<file path="config.mk">
export PLATFORM = sky130hd
export DESIGN_NAME = muldiv_unit
export DESIGN_NICKNAME = d
export VERILOG_FILES = /design/src/rtl/muldiv_pkg.sv /design/src/rtl/muldiv_ctl.sv /design/src/rtl/muldiv_dp.sv /design/src/rtl/muldiv_unit.sv
export SDC_FILE = /design/constraint.sdc
export NUM_CORES = 2
export LEC_CHECK = 0
export BUFFER_PORTS_ARGS = -buffer_cell sky130_fd_sc_hd__buf_2
export CORE_AREA = 2 2 313 315
export CTS_CLUSTER_SIZE = 25
export DETAILED_ROUTE_END_ITERATION = 10
export DIE_AREA = 0 0 315 317
export PLACE_DENSITY_LB_ADDON = 0.25
export SETUP_SLACK_MARGIN = 0.05
export SLEW_MARGIN = 25
export SYNTH_ARGS = -nofsm -noshare
export SYNTH_HDL_FRONTEND = slang
export SYNTH_HIERARCHICAL = 1
export SYNTH_SLANG_ARGS = --single-unit
</file>
<file path="constraint.sdc">
create_clock -name clk -period 8.9 [get_ports clk]
set_input_delay 1.335 -clock clk [delete_from_list [all_inputs] [get_ports clk]]
set_output_delay 1.335 -clock clk [all_outputs]
set_load 0.01 [all_outputs]
</file>
<file path="src/rtl/muldiv_pkg.sv">
package muldiv_pkg;
  typedef enum logic [1:0] {
    ST_IDLE = 2'd0,
    ST_MUL  = 2'd1,
    ST_DIV  = 2'd2
  } ctlState_t;

  typedef struct packed {
    logic latch;    // accept operands
    logic mulFin;   // register product word
    logic specFin;  // register fixed division result
    logic divStep;  // one shift-subtract iteration
    logic divFin;   // register sign-fixed division result
  } ctlStrobes_t;
endpackage

</file>
<file path="src/rtl/muldiv_ctl.sv">
module muldiv_ctl
  import muldiv_pkg::*;
#(
  parameter int ITERS = 32
) (
  input  logic        clk,
  input  logic        rstN,
  input  logic        start,
  input  logic        isDivOp,
  input  logic        isSpecial,
  output ctlStrobes_t strb,
  output logic        busy,
  output logic        done
);
  localparam int CW = $clog2(ITERS) + 1;
  localparam logic [CW-1:0] LAST = CW'(ITERS - 1);

  ctlState_t state;
  logic [CW-1:0] stepCnt;
  logic firstStep;

  assign firstStep = (stepCnt == '0);

  always_comb begin
    strb         = '0;
    strb.latch   = start && (state == ST_IDLE);
    strb.mulFin  = (state == ST_MUL);
    strb.specFin = (state == ST_DIV) && firstStep && isSpecial;
    strb.divStep = (state == ST_DIV) && !(firstStep && isSpecial);
    strb.divFin  = strb.divStep && (stepCnt == LAST);
  end

  always_ff @(posedge clk or negedge rstN) begin
    if (!rstN) begin
      state   <= ST_IDLE;
      stepCnt <= '0;
      done    <= 1'b0;
    end else begin
      done <= 1'b0;
      unique case (state)
        ST_IDLE: begin
          stepCnt <= '0;
          if (strb.latch) state <= isDivOp ? ST_DIV : ST_MUL;
        end
        ST_MUL: begin
          state <= ST_IDLE;
          done  <= 1'b1;
        end
        ST_DIV: begin
          if (strb.specFin || strb.divFin) begin
            state <= ST_IDLE;
            done  <= 1'b1;
          end else begin
            stepCnt <= stepCnt + 1'b1;
          end
        end
        default: state <= ST_IDLE;
      endcase
    end
  end

  assign busy = (state != ST_IDLE);
endmodule

</file>
<file path="src/rtl/muldiv_dp.sv">
module muldiv_dp
  import muldiv_pkg::*;
#(
  parameter int WIDTH = 32
) (
  input  logic             clk,
  input  logic             rstN,
  input  ctlStrobes_t      strb,
  input  logic [2:0]       opSel,
  input  logic [WIDTH-1:0] opA,
  input  logic [WIDTH-1:0] opB,
  output logic             isSpecial,
  output logic [WIDTH-1:0] result
);
  localparam int PW = 2 * WIDTH + 2;
  localparam logic [WIDTH-1:0] MOST_NEG = {1'b1, {(WIDTH-1){1'b0}}};

  logic [WIDTH-1:0] aReg, bReg, divMag, remReg, quoReg;
  logic [2:0]       opReg;
  logic             negQ, negR;

  // operand magnitudes at accept time
  logic             sgnDivIn;
  logic [WIDTH-1:0] aMagIn, bMagIn;
  assign sgnDivIn = !opSel[0];
  assign aMagIn   = (sgnDivIn && opA[WIDTH-1]) ? (~opA + 1'b1) : opA;
  assign bMagIn   = (sgnDivIn && opB[WIDTH-1]) ? (~opB + 1'b1) : opB;

  // fixed division results
  logic bZero, sOvf;
  logic [WIDTH-1:0] specVal;
  assign bZero     = (bReg == '0);
  assign sOvf      = !opReg[0] && (aReg == MOST_NEG) && (bReg == '1);
  assign isSpecial = bZero || sOvf;
  always_comb begin
    if (bZero) specVal = opReg[1] ? aReg : '1;
    else       specVal = opReg[1] ? '0 : aReg;
  end

  // restoring iteration
  logic [WIDTH:0]   shifted, diff;
  logic             take;
  logic [WIDTH-1:0] remNext, quoNext, divOut;
  assign shifted = {remReg, quoReg[WIDTH-1]};
  assign diff    = shifted - {1'b0, divMag};
  assign take    = !diff[WIDTH];
  assign remNext = take ? diff[WIDTH-1:0] : shifted[WIDTH-1:0];
  assign quoNext = {quoReg[WIDTH-2:0], take};
  always_comb begin
    if (opReg[1]) divOut = negR ? (~remNext + 1'b1) : remNext;
    else          divOut = negQ ? (~quoNext + 1'b1) : quoNext;
  end

  // product with per-operand sign extension
  logic sgnA, sgnB;
  logic [WIDTH:0] extA, extB;
  logic signed [PW-1:0] prod;
  logic [WIDTH-1:0] mulOut;
  assign sgnA = (opReg[1:0] != 2'b11);
  assign sgnB = !opReg[1];
  assign extA = {sgnA & aReg[WIDTH-1], aReg};
  assign extB = {sgnB & bReg[WIDTH-1], bReg};
  assign prod = $signed(extA) * $signed(extB);
  assign mulOut = (opReg[1:0] == 2'b00) ? prod[WIDTH-1:0] : prod[2*WIDTH-1:WIDTH];

  always_ff @(posedge clk or negedge rstN) begin
    if (!rstN) begin
      aReg   <= '0;
      bReg   <= '0;
      opReg  <= '0;
      divMag <= '0;
      remReg <= '0;
      quoReg <= '0;
      negQ   <= 1'b0;
      negR   <= 1'b0;
      result <= '0;
    end else begin
      if (strb.latch) begin
        aReg   <= opA;
        bReg   <= opB;
        opReg  <= opSel;
        divMag <= bMagIn;
        quoReg <= aMagIn;
        remReg <= '0;
        negQ   <= sgnDivIn && (opA[WIDTH-1] ^ opB[WIDTH-1]);
        negR   <= sgnDivIn && opA[WIDTH-1];
      end
      if (strb.divStep) begin
        remReg <= remNext;
        quoReg <= quoNext;
      end
      if (strb.mulFin)  result <= mulOut;
      if (strb.specFin) result <= specVal;
      if (strb.divFin)  result <= divOut;
    end
  end
endmodule

</file>
<file path="src/rtl/muldiv_unit.sv">
module muldiv_unit
  import muldiv_pkg::*;
#(
  parameter int WIDTH = 32
) (
  input  logic             clk,
  input  logic             rstN,
  input  logic             start,
  input  logic [2:0]       opSel,
  input  logic [WIDTH-1:0] opA,
  input  logic [WIDTH-1:0] opB,
  output logic [WIDTH-1:0] result,
  output logic             done,
  output logic             busy
);
  ctlStrobes_t strb;
  logic isSpecial;

  muldiv_ctl #(.ITERS(WIDTH)) u_ctl (
    .clk(clk), .rstN(rstN), .start(start), .isDivOp(opSel[2]),
    .isSpecial(isSpecial), .strb(strb), .busy(busy), .done(done)
  );

  muldiv_dp #(.WIDTH(WIDTH)) u_dp (
    .clk(clk), .rstN(rstN), .strb(strb), .opSel(opSel), .opA(opA),
    .opB(opB), .isSpecial(isSpecial), .result(result)
  );
endmodule

</file>
==> results.md <==
- Final Cell Area: between 0.05 and 0.06 mm^2
- Slowest cell on crit path: dfrtp_1
- Met1 wire length: 63,900 um
- Syn Area/Cell: roughly 8.9 um^2
- Worst path required time: 9380 ps
- Via density: 5.84
- Period utilization: 97.2%
- Data arrival, critical path: 9130 ps
- CP endpoint kind: register
- Wire length per cell: between 20 and 25 um
- Slowest stage delay, CP: 560 ps
- Starting Density: 54.9%
- Sequential area share after synthesis: 9.66%
- Vias in the first global route: around 44,000
- Distinct cells, synth: 96
- Fin util: 58.6%
- Buffers and inverters on the worst path: 8
- DRC errors left: 0
- Async SR Flop Fraction: 100%
- CTS buffer count: 24
- GP Congestion: 0.989
- Port bufs: about 100
- GR Overflow Total: 0
- I/O Pins: 104
- First-pass GRT wire length: 259,000 um
- Synth area leaders: fa_1 (43%), dfrtp_1 (9.7%), inv_1 (8.2%), nand2_1 (6.5%), ha_1 (6.0%)
- Ys flop type: dfrtp_1
- Post-synthesis cell count: 5,959
- Clock Skews: between 30 and 40 ps
- Critical path type: reg -> reg
- TNS Setup: 0 ps
- Worst skew pair latency: 570 ps
- Root buf cell: clkbuf_16
- CP top delay family: adder cells
- Antenna viol nets, final: 0
- Nets@finish: 7,362
- Commonest non-fill, non-tap cell in the layout: inv_1
- Area leader, netlist: fa_1
- Top routing layer in use: met5
- Largest net degree at the start of global routing: 174
- Mapped cell area: roughly 0.053 mm^2
- HPWL after DPL: 131,000 um
- Worst-path clk slew: 70 ps
- DR pass1 iterations: 6
- First DRT Iteration DRCs: between 4,000 and 5,000
- TritonCTS Sinks: a little over 200
- Final Hold Viols: 0
- Final setup vio count: 0
- Core area: between 0.09 and 0.1 mm^2
- Die area: 0.0999 mm^2
- CP Launch Type: register
- Fmax: 116 MHz
- Crit-path most repeated cell: fa_1
- Deepest clock path buffer count: 3
- Total GRT Usage: 34.2%
- Via count: 42,100
- Chip Width: 315 um
- Die boundary height: 317 um
- Layout cells sized above 1: 8.11%
- Yosys top cell area share: 42.7%
- Post-synth EDFFs: 0
- Wire length on met2: between 70,000 and 80,000 um
- Crit-path max FO: 33
- Initial antenna violation count: 13
- Synthesis Warnings: 6
- Std-Cell Rows: 114
- Status: finished, final reports clean
- Tmin final: 8650 ps
- Unrepaired setup endpoints after global routing: false
- Total routed wirelength: 165,000 um
- Syn-to-layout area delta: 6.82%
- Hold Path Class: reg -> reg
- Cell area after placement: between 0.05 and 0.06 mm^2
- CTS tree: yes
- CTS H-tree lvls: 1
- Worst-margin pin slew: 1050 ps
- Routed wl met3: 16,100 um
- MaxCap Viol Count: 0
- Post-Syn Nets: 7,408
- Slew headroom: 29.6%
- Slew Viols, Final: 0
- CTS Hold Bufs: 0
- FILL cells: between 8,000 and 9,000
- Commonest non-fill, non-tap cells in the layout: inv_1 (1,153), fa_1 (1,120), nand2_1 (917)
- Flops & latches, synth: roughly 200
[logic make-up (layout without fill, tap and decap cells)]
group,count (synthesis),after routing,synth area share (%)
xor+xnor,197,197,3.27
mux,128,128,2.61
flops,204,204,9.66
fa+ha+maj,1383,1383,48.7
other cells,0,5,0
simple gates,1804,1804,16.2
compound gates,720,720,8.69
buf+inv,1523,1495,10.9
[metal layers]
layer | track usage (%) | up-vias
met5 | 0 | -
met4 | 14.2 | 6
met3 | 7.36 | 417
met2 | 54.8 | 1955
met1 | 45.5 | 21600
li1 | - | 18100
[registers in the layout (all words and copies together) (netlist names)]
name	count
u_dp/negR	1
u_ctl/stepCnt	6
u_dp/quoReg	32
u_ctl/state	2
u_dp/divMag	31
u_dp/aReg	32
u_dp/bReg	32
u_dp/negQ	1
u_dp/result	32
u_dp/remReg	32
u_dp/opReg	2
u_ctl/done	1
[worst register-to-register path: cells and delay by family, from the launching register on]
family                   cells  cell delay (ps)
AO/OA/AOI/OAI                8             1590
buffers and inverters        8              790
flip-flops                   1              560
AND/OR/NAND/NOR              4             1270
adder cells (fa/ha/maj)      9             4340
[synth_stat cells (all sizes together), types with 50 or more instances]
library cell and count:
clkbuf 351, a21oi 180, and2 371, mux2 77
nand2b 51, nor3 50, ha 253, fa 1126
xnor2 117, nand2 921, nor2 195, mux2i 51
o21ai 222, dfrtp 204, inv 1157, xor2 80
[area by class of cell]
type,count,area [um^2],area share (%)
repair buffers,293,2460,4.37
diodes,5,12.5,0.0222
inverters,1158,4350,7.71
well taps,1276,1600,2.83
flip-flops and latches,204,5110,9.06
multi-input cells,4232,42100,74.5
clock inverters,15,168,0.297
clock buffers,29,659,1.17
[metrics by stage]
step                      std cells  setup slack, ps  hold WS [ps]
after global placement         7157              256           518
after floorplan                5959             90.9           489
after CTS                      7201             85.1           537
after detailed placement       7157              103           522
after global routing           7207             43.0           546
final                          7212              249           535
[final timing paths]
path	from	to	slack [ps]	depth (start not counted)
max	u_dp/aReg[20]	u_dp/result[29]	250	29
min	u_dp/divMag[15]	u_dp/divMag[15]	540	2
max reg2reg	u_dp/aReg[20]	u_dp/result[29]	250	29
min reg2reg	u_dp/divMag[15]	u_dp/divMag[15]	540	2
max in group asynchronous	rstN	u_dp/bReg[21]	6630	2
min in group asynchronous	rstN	u_ctl/done	740	1
[timing repair]
item / 4_1_cts / 5_1_grt
gates resized for setup: 0 / 32
setup buffers: 0 / 5
setup endpoints to repair: 0 / 8
Power is not shown: default switching activity piles up to over one toggle a cycle in this logic, so the estimate is an artifact.
